`config.mk`:
```
export PLATFORM = sky130hd
export DESIGN_NAME = hiccup_supervisor
export DESIGN_NICKNAME = d
export VERILOG_FILES = /design/src/rtl/hiccup_pkg.sv /design/src/rtl/hyst_flag.sv /design/src/rtl/short_detect.sv /design/src/rtl/hiccup_seq.sv /design/src/rtl/hiccup_supervisor.sv
export SDC_FILE = /design/constraint.sdc
export NUM_CORES = 1
export LEC_CHECK = 0
export CORE_ASPECT_RATIO = 0.8
export CORE_MARGIN = 1.5
export CORE_UTILIZATION = 46
export DETAILED_ROUTE_END_ITERATION = 8
export GPL_ROUTABILITY_DRIVEN = 0
export GPL_TIMING_DRIVEN = 1
export MAX_ROUTING_LAYER = met4
export PLACE_DENSITY = 0.86
export SLEW_MARGIN = 20
export SYNTH_ARGS = -nofsm -noshare
export SYNTH_HDL_FRONTEND = slang
export SYNTH_HIERARCHICAL = 1
export SYNTH_SLANG_ARGS = --single-unit
```
`constraint.sdc`:
```
create_clock -name clk -period 5.35 [get_ports clk]
set_input_delay 1.07 -clock clk [delete_from_list [all_inputs] [get_ports clk]]
set_output_delay 1.07 -clock clk [all_outputs]
set_load 0.005 [all_outputs]
```
`src/rtl/hiccup_pkg.sv`:
```
package hiccup_pkg;

  typedef enum logic [1:0] {
    ST_RUN  = 2'd0,
    ST_IDLE = 2'd1,
    ST_HOLD = 2'd2
  } hic_state_t;

  // Hysteresis step: a rising condition wins, a falling condition clears,
  // otherwise the flag keeps its value.
  function automatic logic hyst_step(input logic prev, input logic rise, input logic fall);
    if (rise) return 1'b1;
    if (fall) return 1'b0;
    return prev;
  endfunction

  // Active reference: soft-start level until it reaches the fixed reference.
  function automatic int pick_target(input int ss, input int vref);
    return (ss < vref) ? ss : vref;
  endfunction

  // True when feedback trails the target by more than the margin.
  function automatic logic trails_target(input int fb, input int target, input int margin);
    return (fb + margin) < target;
  endfunction

endpackage

```
`src/rtl/hyst_flag.sv`:
```
module hyst_flag #(
  parameter int W        = 17,
  parameter int SET_AT   = 0,
  parameter int CLR_AT   = 0,
  parameter bit SET_INCL = 1'b1,
  parameter bit CLR_INCL = 1'b0,
  parameter bit RST_VAL  = 1'b0
) (
  input  logic                clk,
  input  logic                rst_n,
  input  logic signed [W-1:0] val,
  output logic                flag
);
  import hiccup_pkg::*;

  int   v;
  logic rise;
  logic fall;

  assign v = int'(val);

  generate
    if (SET_INCL) begin : g_set_ge
      assign rise = (v >= SET_AT);
    end else begin : g_set_gt
      assign rise = (v > SET_AT);
    end
    if (CLR_INCL) begin : g_clr_le
      assign fall = (v <= CLR_AT);
    end else begin : g_clr_lt
      assign fall = (v < CLR_AT);
    end
  endgenerate

  always_ff @(posedge clk) begin
    if (!rst_n) flag <= RST_VAL;
    else        flag <= hyst_step(flag, rise, fall);
  end
endmodule

```
`src/rtl/short_detect.sv`:
```
module short_detect #(
  parameter int MV_W         = 16,
  parameter int VREF_MV      = 800,
  parameter int SHORT_MARGIN = 250
) (
  input  logic [MV_W-1:0] fb_mv,
  input  logic [MV_W-1:0] ss_mv,
  output logic            short_now
);
  import hiccup_pkg::*;

  int target;

  assign target    = pick_target(int'(ss_mv), VREF_MV);
  assign short_now = trails_target(int'(fb_mv), target, SHORT_MARGIN);
endmodule

```
`src/rtl/hiccup_seq.sv`:
```
module hiccup_seq #(
  parameter int IDLE_CYC = 130000
) (
  input  logic clk,
  input  logic rst_n,
  input  logic pwr_bad,
  input  logic short_now,
  output logic drv_off,
  output logic discharge,
  output logic restart_pulse
);
  import hiccup_pkg::*;

  localparam int CNT_W = (IDLE_CYC > 2) ? $clog2(IDLE_CYC) : 1;

  hic_state_t       state;
  hic_state_t       nxt;
  logic [CNT_W-1:0] cnt;
  logic             idle_last;

  assign idle_last = (state == ST_IDLE) && (cnt == CNT_W'(IDLE_CYC - 1));

  always_comb begin
    nxt = state;
    case (state)
      ST_RUN:  if (pwr_bad || short_now) nxt = ST_IDLE;
      ST_IDLE: if (idle_last) nxt = pwr_bad ? ST_HOLD : ST_RUN;
      ST_HOLD: if (!pwr_bad) nxt = ST_RUN;
      default: nxt = ST_IDLE;
    endcase
  end

  always_ff @(posedge clk) begin
    if (!rst_n) begin
      state         <= ST_IDLE;
      cnt           <= '0;
      restart_pulse <= 1'b0;
    end else begin
      state         <= nxt;
      restart_pulse <= (nxt == ST_RUN) && (state != ST_RUN);
      if (state == ST_IDLE && !idle_last) cnt <= cnt + 1'b1;
      else                                cnt <= '0;
    end
  end

  assign drv_off   = (state != ST_RUN);
  assign discharge = (state != ST_RUN);
endmodule

```
`src/rtl/hiccup_supervisor.sv`:
```
module hiccup_supervisor #(
  parameter int MV_W         = 16,
  parameter int T_W          = 10,
  parameter int IDLE_CYC     = 130000,
  parameter int BIAS_ON      = 4250,
  parameter int BIAS_OFF     = 4050,
  parameter int VIN_ON       = 2500,
  parameter int VIN_OFF      = 2200,
  parameter int HOT_ON       = 145,
  parameter int HOT_OFF      = 135,
  parameter int VREF_MV      = 800,
  parameter int SHORT_MARGIN = 250
) (
  input  logic                  clk,
  input  logic                  rst_n,
  input  logic [MV_W-1:0]       vbias_mv,
  input  logic [MV_W-1:0]       vin_sense_mv,
  input  logic signed [T_W-1:0] temp_c,
  input  logic [MV_W-1:0]       fb_mv,
  input  logic [MV_W-1:0]       ss_mv,
  output logic                  drv_off,
  output logic                  discharge,
  output logic                  restart_pulse
);
  localparam int SW = MV_W + 1;

  logic signed [SW-1:0] vbias_s;
  logic signed [SW-1:0] vin_s;
  logic bias_ok;
  logic vin_ok;
  logic hot;
  logic pwr_bad;
  logic short_now;

  assign vbias_s = $signed({1'b0, vbias_mv});
  assign vin_s   = $signed({1'b0, vin_sense_mv});

  hyst_flag #(.W(SW), .SET_AT(BIAS_ON), .CLR_AT(BIAS_OFF),
              .SET_INCL(1'b1), .CLR_INCL(1'b0), .RST_VAL(1'b0))
    u_bias (.clk(clk), .rst_n(rst_n), .val(vbias_s), .flag(bias_ok));

  hyst_flag #(.W(SW), .SET_AT(VIN_ON), .CLR_AT(VIN_OFF),
              .SET_INCL(1'b0), .CLR_INCL(1'b0), .RST_VAL(1'b0))
    u_vin (.clk(clk), .rst_n(rst_n), .val(vin_s), .flag(vin_ok));

  hyst_flag #(.W(T_W), .SET_AT(HOT_ON), .CLR_AT(HOT_OFF),
              .SET_INCL(1'b1), .CLR_INCL(1'b1), .RST_VAL(1'b1))
    u_temp (.clk(clk), .rst_n(rst_n), .val(temp_c), .flag(hot));

  assign pwr_bad = !bias_ok || !vin_ok || hot;

  short_detect #(.MV_W(MV_W), .VREF_MV(VREF_MV), .SHORT_MARGIN(SHORT_MARGIN))
    u_short (.fb_mv(fb_mv), .ss_mv(ss_mv), .short_now(short_now));

  hiccup_seq #(.IDLE_CYC(IDLE_CYC))
    u_seq (.clk(clk), .rst_n(rst_n), .pwr_bad(pwr_bad), .short_now(short_now),
           .drv_off(drv_off), .discharge(discharge), .restart_pulse(restart_pulse));
endmodule

```
==> results.py, run 1 <==
metrics = {
    "drt": {
        "initialDrtViolationCount": 84,
        "num_vias": 1964,
        "routedWlPerCell_um": 12.7,
        "drt_pass1_iterations": 4,
        "wirelength_um": 4680,
        "drcViolationCount": 0,
        "vias_per_cell": 5.32,
        "antenna_left": 0,
    },
    "power": {
        "power_frac_seq_pct": 44.5,
        "p_leak_nw": 1.01,
        "pwr-share-comb_pct": 29.2,
        "p_sw_uw": 101,
        "total_power_uw": 399,
        "p_int_uw": 299,
        "clockPowerShare_pct": 26.3,
        "powerDensity_nw_per_um2": 146,
        "ir_drop_mv": 0.0664,
        "p_sw_share_pct": 25.2,
    },
    "floorplanning": {
        "core_sq_um": 3800,
        "die_area_sq_um": 4380,
        "rows": 20,
        "fp.dieW_um": 73.7,
        "io_pins": 79,
        "start_util_pct": 48.3,
        "die_h_um": 59.5,
    },
    "logic_synthesis": {
        "dominantRegCellSynth": "dfxtp_1",
        "synth_fa_ha_area_share_pct": 11.6,
        "synth_xor_area_share_pct": 12.4,
        "yosysSeqAreaShare_pct": 25.1,
        "synth_edf_count": 0,
        "ys_seq_elements": 23,
        "synth_area_sq_um": 1840,
        "ys_types": 47,
        "synth_top_area_share_pct": 25.1,
        "synth_compound_area_share_pct": 13.6,
        "yosysWarnings": 6,
        "synth_top_family_by_area": "simple AND/OR/NAND/NOR gates",
        "syn_avg_cell_area_sq_um": 8.06,
        "synth_area_leader_cell": "dfxtp_1",
        "synthMuxAreaShare_pct": 0,
        "synth-simple-area-share_pct": 34.5,
        "yosys-top-cells-area": "dfxtp_1 (25%), ha_1 (12%), xnor2_1 (7.6%)",
        "synth-async-reset-ratio_pct": 0,
        "netlist_instances": 228,
    },
    "outcome": {
        "status": "completed",
    },
    "cts": {
        "root_buffer": "clkbuf_8",
        "clock_path_buffers": 2,
        "clk_pin_slew_ns": 0.08,
        "hold_buffers": 0,
        "cts_resized": 0,
        "clock_latency_ns": 0.26,
        "cts_buffers": 3,
        "post-cts-setup-buffer-count": 0,
        "cts_sinks": 23,
        "cts_tree": "yes",
        "htreeDepth": 1,
    },
    "grt": {
        "grt_pass1_wl_um": 7890,
        "grt_max_degree": 17,
        "met3_usage_pct": 4.42,
        "met2_usage_pct": 42.9,
        "use_met1_pct": 27.1,
        "antenna_found_initial": 0,
        "grt_pass1_vias": 1921,
        "overflow": 0,
        "busiest_layer": "met2",
        "track_usage_pct": 23.8,
    },
    "critical_path": {
        "worstSetupPathType": "in2reg",
        "r2r_setup_slack_ns": 3.48,
        "worstPathRequired_ns": 5.49,
        "timing.rr.end": "u_seq/cnt[16]",
        "crit_arrival_ns": 4.13,
        "crit_end": "u_seq/state[0]",
        "crit_start": "fb_mv[4]",
        "regToRegStartpoint": "u_seq/cnt[0]",
        "start_kind": "input pin",
        "worstSetupEndpointType": "register",
        "reg2reg_depth": 5,
        "critical_path.max_fanout": 4,
    },
    "sta": {
        "min_period_ns": 3.99,
        "setup_violations": 0,
        "slew_viol_final": 0,
        "fmax_mhz": 251,
        "slew_headroom_pct": 64.8,
        "tightest_slew_ns": 0.514,
        "fin_skew_ns": 0.00109,
        "setup_tns_ns": 0,
        "rsz0062_at_grt": "no",
        "min_period_over_period_pct": 74.6,
        "hold_viol": 0,
    },
    "cells_and_area": {
        "layout.nets": 408,
        "area_growth_pct": 48.8,
        "layout-drive-gt1-share_pct": 4.14,
        "antenna_cells": 0,
    },
    "place": {
        "post-dp-hpwl_um": 3920,
        "portBuffers": 77,
    },
    "worst_hold_path": {
        "hold_path_class": "reg2reg",
    },
    "flow_run": {
        "maxCapViolCount": 0,
    },
}
==> state kept, by name (all words and copies together), names as in the netlist <==
| signal | cells |
|---|---|
| u_temp/flag | 1 |
| u_seq/state | 2 |
| u_bias/flag | 1 |
| u_seq/restart_pulse | 1 |
| u_vin/flag | 1 |
| u_seq/cnt | 17 |
==> layout make-up <==
type                    instances  area [sq um]
multi-input cells             202          1360
fillers                       313          1070
repair buffers                 77           771
flip-flops and latches         23           460
well taps                      55          68.8
clock buffers                   3          41.3
inverters                       8          30.0
clock inverters                 1          5.00
==> stage by stage <==
stage	cell area (sq um)	cells	worst slack [ns]	util (%)	hold slack [ns]
4_1_cts	2730	369	1.37	71.9	0.474
5_1_grt	2730	369	1.16	71.9	0.497
6_report	2730	369	1.36	71.9	0.470
3_3_place_gp	2690	365	1.14	70.7	0.424
3_5_place_dp	2690	365	1.09	70.7	0.443
2_1_floorplan	1860	235	1.88	-	0.417
==> routing by layer <==
metal / routed length [um] / vias up / part of all wire [%]
met5: 0 / - / 0
met4: 28 / 0 / 0.60
met3: 209 / 4 / 4.5
met2: 2370 / 52 / 51
met1: 2080 / 908 / 44
li1: - / 1000 / -
==> power by group through the flow <==
| stage | registers, mW | clock network [mW] | logic (mW) |
|---|---|---|---|
| after floorplan | 0.181 | 0 | 0.0439 |
| after global placement | 0.182 | 0 | 0.112 |
| after detailed placement | 0.182 | 0 | 0.116 |
| after CTS | 0.178 | 0.109 | 0.116 |
| after global routing | 0.178 | 0.116 | 0.130 |
| final | 0.178 | 0.105 | 0.117 |
==> worst min-delay path by stage <==
stage | from | slack (ns) | cells after the start | end
CTS | u_seq/cnt[0] | 0.47 | 1 | u_seq/cnt[0]
finish | u_seq/cnt[0] | 0.47 | 1 | u_seq/cnt[0]
floorplan | u_seq/cnt[0] | 0.42 | 1 | u_seq/cnt[0]
global placement | u_seq/cnt[0] | 0.42 | 1 | u_seq/cnt[0]
global route | u_seq/cnt[0] | 0.50 | 1 | u_seq/cnt[0]
detailed placement | u_seq/cnt[0] | 0.44 | 1 | u_seq/cnt[0]
==> synth_stat cells, types with 2 or more instances <==
| library cell | count |
|---|---|
| inv_1 | 8 |
| o21a_1 | 2 |
| a2111oi_0 | 2 |
| conb_1 | 2 |
| nand4b_1 | 2 |
| a21oi_1 | 8 |
| dfxtp_1 | 23 |
| nor3_1 | 9 |
| nor3b_1 | 2 |
| or4_4 | 2 |
| nand3_1 | 11 |
| nand3_2 | 2 |
| nand2_1 | 22 |
| xnor2_1 | 16 |
| nand4_1 | 6 |
| buf_4 | 2 |
| and3_1 | 2 |
| or4_1 | 3 |
| xor2_1 | 10 |
| o21ai_0 | 6 |
| o311ai_0 | 2 |
| nor2_1 | 32 |
| nor4_1 | 9 |
| ha_1 | 17 |
| nand2b_1 | 4 |
| nand3b_1 | 2 |
| or3_1 | 2 |
==> cells by family after synthesis <==
group / count (synthesis)
simple gates: 117
compound gates: 33
xor+xnor: 26
flops: 23
fa+ha+maj: 17
buf+inv: 10
other cells: 2
==> cells in the final DEF, fill, tap and decap left out, drive strengths merged, types with 2 or more instances in the layout <==
master / n
a2111oi: 2
a21oi: 8
and3: 2
clkbuf: 3
clkdlybuf4s50: 77
conb: 9
dfxtp: 23
ha: 17
inv: 8
nand2: 22
nand2b: 4
nand3: 13
nand3b: 2
nand4: 7
nand4b: 2
nor2: 32
nor3: 9
nor3b: 2
nor4: 10
o21a: 2
o21ai: 7
o311ai: 2
o41ai: 2
or3: 2
or4: 5
xnor2: 16
xor2: 10
==> critical path, cell delays in order <==
cell and delay, ns:
clkdlybuf4s50_1 0.49, or4_4 0.59, or3_1 0.39, nand3_1 0.12
xnor2_1 0.07, ha_1 0.29, nand3_1 0.12, nor3_1 0.25
o311ai_0 0.20, and4_1 0.24, nor2_1 0.08, nor2_1 0.05
o22ai_1 0.12, nand2_1 0.06
Note: power is estimated with default switching activity, not from simulation.
==> run 2, diff against run 1 <==
--- a/config.mk
+++ b/config.mk
@@ -7,12 +7,12 @@
 export LEC_CHECK = 0
 export CORE_ASPECT_RATIO = 0.8
 export CORE_MARGIN = 1.5
-export CORE_UTILIZATION = 46
+export CORE_UTILIZATION = 39
 export DETAILED_ROUTE_END_ITERATION = 8
 export GPL_ROUTABILITY_DRIVEN = 0
 export GPL_TIMING_DRIVEN = 1
 export MAX_ROUTING_LAYER = met4
-export PLACE_DENSITY = 0.86
+export PLACE_DENSITY = 0.78
 export SLEW_MARGIN = 20
 export SYNTH_ARGS = -nofsm -noshare
 export SYNTH_HDL_FRONTEND = slang
==> constraint.sdc (replaced) <==
create_clock -name clk -period 3.3 [get_ports clk]
set_input_delay 0.66 -clock clk [delete_from_list [all_inputs] [get_ports clk]]
set_output_delay 0.66 -clock clk [all_outputs]
set_load 0.005 [all_outputs]
==> run 2 against run 1 <==
  * Sequential share of layout area fell by 1.3 points
  * Clock power rose by 61%
  * Critical path type unchanged
  * Power rose by 70%
  * Global-route usage fell by 2.1 points
  * Critical path depth did not move
  * Utilization fell by 7.1 points
==> results.py, run 2 (same netlist as run 1, synthesis figures left out) <==
metrics = {
    "drt": {
        "antenna_left": 0,
        "routedWlPerCell_um": 13.1,
        "vias_per_cell": 5.14,
        "num_vias": 2013,
        "drcViolationCount": 0,
        "wirelength_um": 5130,
        "drt_pass1_iterations": 4,
        "initialDrtViolationCount": 90,
    },
    "cells_and_area": {
        "fillers": 397,
        "layout.nets": 426,
        "fin_cells": 392,
        "largest_register": "u_seq/cnt",
        "layout_common_cells": "clkdlybuf4s50_1 (73), nor2_1 (30), dfxtp_1 (23)",
        "final_common_cell": "clkdlybuf4s50_1",
        "largest_reg_flops": 17,
        "seqCellArea_sq_um": 460,
        "multiInputGateArea_sq_um": 1450,
        "area_growth_pct": 61.2,
        "antenna_cells": 0,
        "reg_top3": "u_seq/cnt x17, u_seq/state x2",
        "layout-drive-gt1-share_pct": 13.3,
    },
    "critical_path": {
        "crit_path_frequent_cell": "nor2_1",
        "worstSetupPathType": "in2reg",
        "cpPeakStageDelay_ns": 0.52,
        "worstSetupEndpointType": "register",
        "critical_path.max_fanout": 5,
        "crit_slowest_cell": "or4_4",
        "worstPathRequired_ns": 3.44,
        "crit_path_cell_trace": "dlygate4sd2_1, or4_4, a211oi_4, nand2b_4, xnor2_1, ha_1, nand3_2, nor3_2, a2111oi_4, and4_1, nor2_1, nor2_1, o22ai_1, nand2_1",
        "crit_arrival_ns": 3.31,
        "start_kind": "input pin",
    },
    "floorplanning": {
        "core_sq_um": 4570,
        "die_area_sq_um": 5130,
        "fp.dieW_um": 79.7,
        "start_util_pct": 40.2,
        "rows": 22,
        "die_h_um": 64.4,
        "io_pins": 79,
    },
    "place": {
        "dp.cells": 387,
        "post-dp-hpwl_um": 4220,
        "portBuffers": 77,
    },
    "grt": {
        "grt_pass1_vias": 2005,
        "track_usage_pct": 21.8,
        "antenna_found_initial": 0,
        "overflow": 0,
        "grt_pass1_wl_um": 8670,
        "grt_max_degree": 17,
    },
    "sta": {
        "fmax_mhz": 316,
        "holdWs_ns": 0.473,
        "min_period_over_period_pct": 95.9,
        "setup_violations": 0,
        "fin_skew_ns": 0.00356,
        "slew_viol_final": 0,
        "min_period_ns": 3.17,
        "hold_viol": 0,
        "rsz0062_at_grt": "no",
    },
    "cts": {
        "clk_pin_slew_ns": 0.08,
        "root_buffer": "clkbuf_8",
        "clock_path_buffers": 2,
        "cts_sinks": 23,
        "cts_tree": "yes",
        "htreeDepth": 1,
        "cts_buffers": 3,
        "clock_latency_ns": 0.26,
    },
    "power": {
        "ir_drop_mv": 0.140,
        "powerDensity_nw_per_um2": 229,
        "p_leak_nw": 1.13,
    },
    "flow_run": {
        "maxCapViolCount": 0,
    },
    "outcome": {
        "status": "completed",
    },
    "worst_hold_path": {
        "hold_path_class": "reg2reg",
    },
}
run 2: repair_timing:
item | CTS | global route
pin swaps | 11 | 19
gates resized for setup | 14 | 10
hold buffers | 0 | 0
endpoints found under the setup margin | 1 | 1
hold endpoints to repair | 0 | 0
buffers inserted | 0 | 1
run 2: worst max-delay path, delay by kind of cell:
family / cells / cell delay, ns
and+or+nand+nor: 8 / 1.51
AOI/OAI and AO/OA: 3 / 0.51
adders and majority gates: 1 / 0.31
buffers and inverters: 1 / 0.25
xor gates and xnor gates: 1 / 0.06
run 2: through the flow:
stage	cell area, sq um	setup TNS (ns)	utilization [%]	worst slack [ns]	total power, mW
6_report	2960	0	64.8	0.134	0.678
5_1_grt	2960	0	64.8	0.0186	0.720
4_1_cts	2910	0	63.6	0.0549	0.672
3_5_place_dp	2820	-0.446	61.7	-0.446	0.496
3_3_place_gp	2820	-0.364	61.7	-0.364	0.491
2_1_floorplan	1860	0	-	0.242	0.364
run 2: layer usage:
metal | vias up | GRT usage (%) | routed length (um)
li1 | 1041 | - | -
met4 | 0 | 5.04 | 38
met2 | 44 | 36.9 | 2540
met5 | - | - | 0
met3 | 6 | 4.29 | 197
met1 | 922 | 26.6 | 2350
run 2: layout make-up:
cell class	instances	share of cell area, %
flip-flops and latches	23	15.5
inverters	8	1.01
repair buffers	95	30.6
multi-input cells	202	48.8
well taps	60	2.53
clock buffers	4	1.52
run 2: final timing paths:
check | depth (start not counted) | to | startpoint | slack (ns)
max | 14 | u_seq/state[0] | fb_mv[5] | 0.13
min | 1 | u_seq/cnt[0] | u_seq/cnt[0] | 0.47
max reg2reg | 5 | u_seq/cnt[16] | u_seq/cnt[0] | 1.42
min reg2reg | 1 | u_seq/cnt[0] | u_seq/cnt[0] | 0.47
run 2: report_power, final:
group	internal [mW]	switching [mW]	total (mW)
logic	0.135	0.0855	0.220
clock network	0.0860	0.0833	0.169
registers	0.283	0.00545	0.288
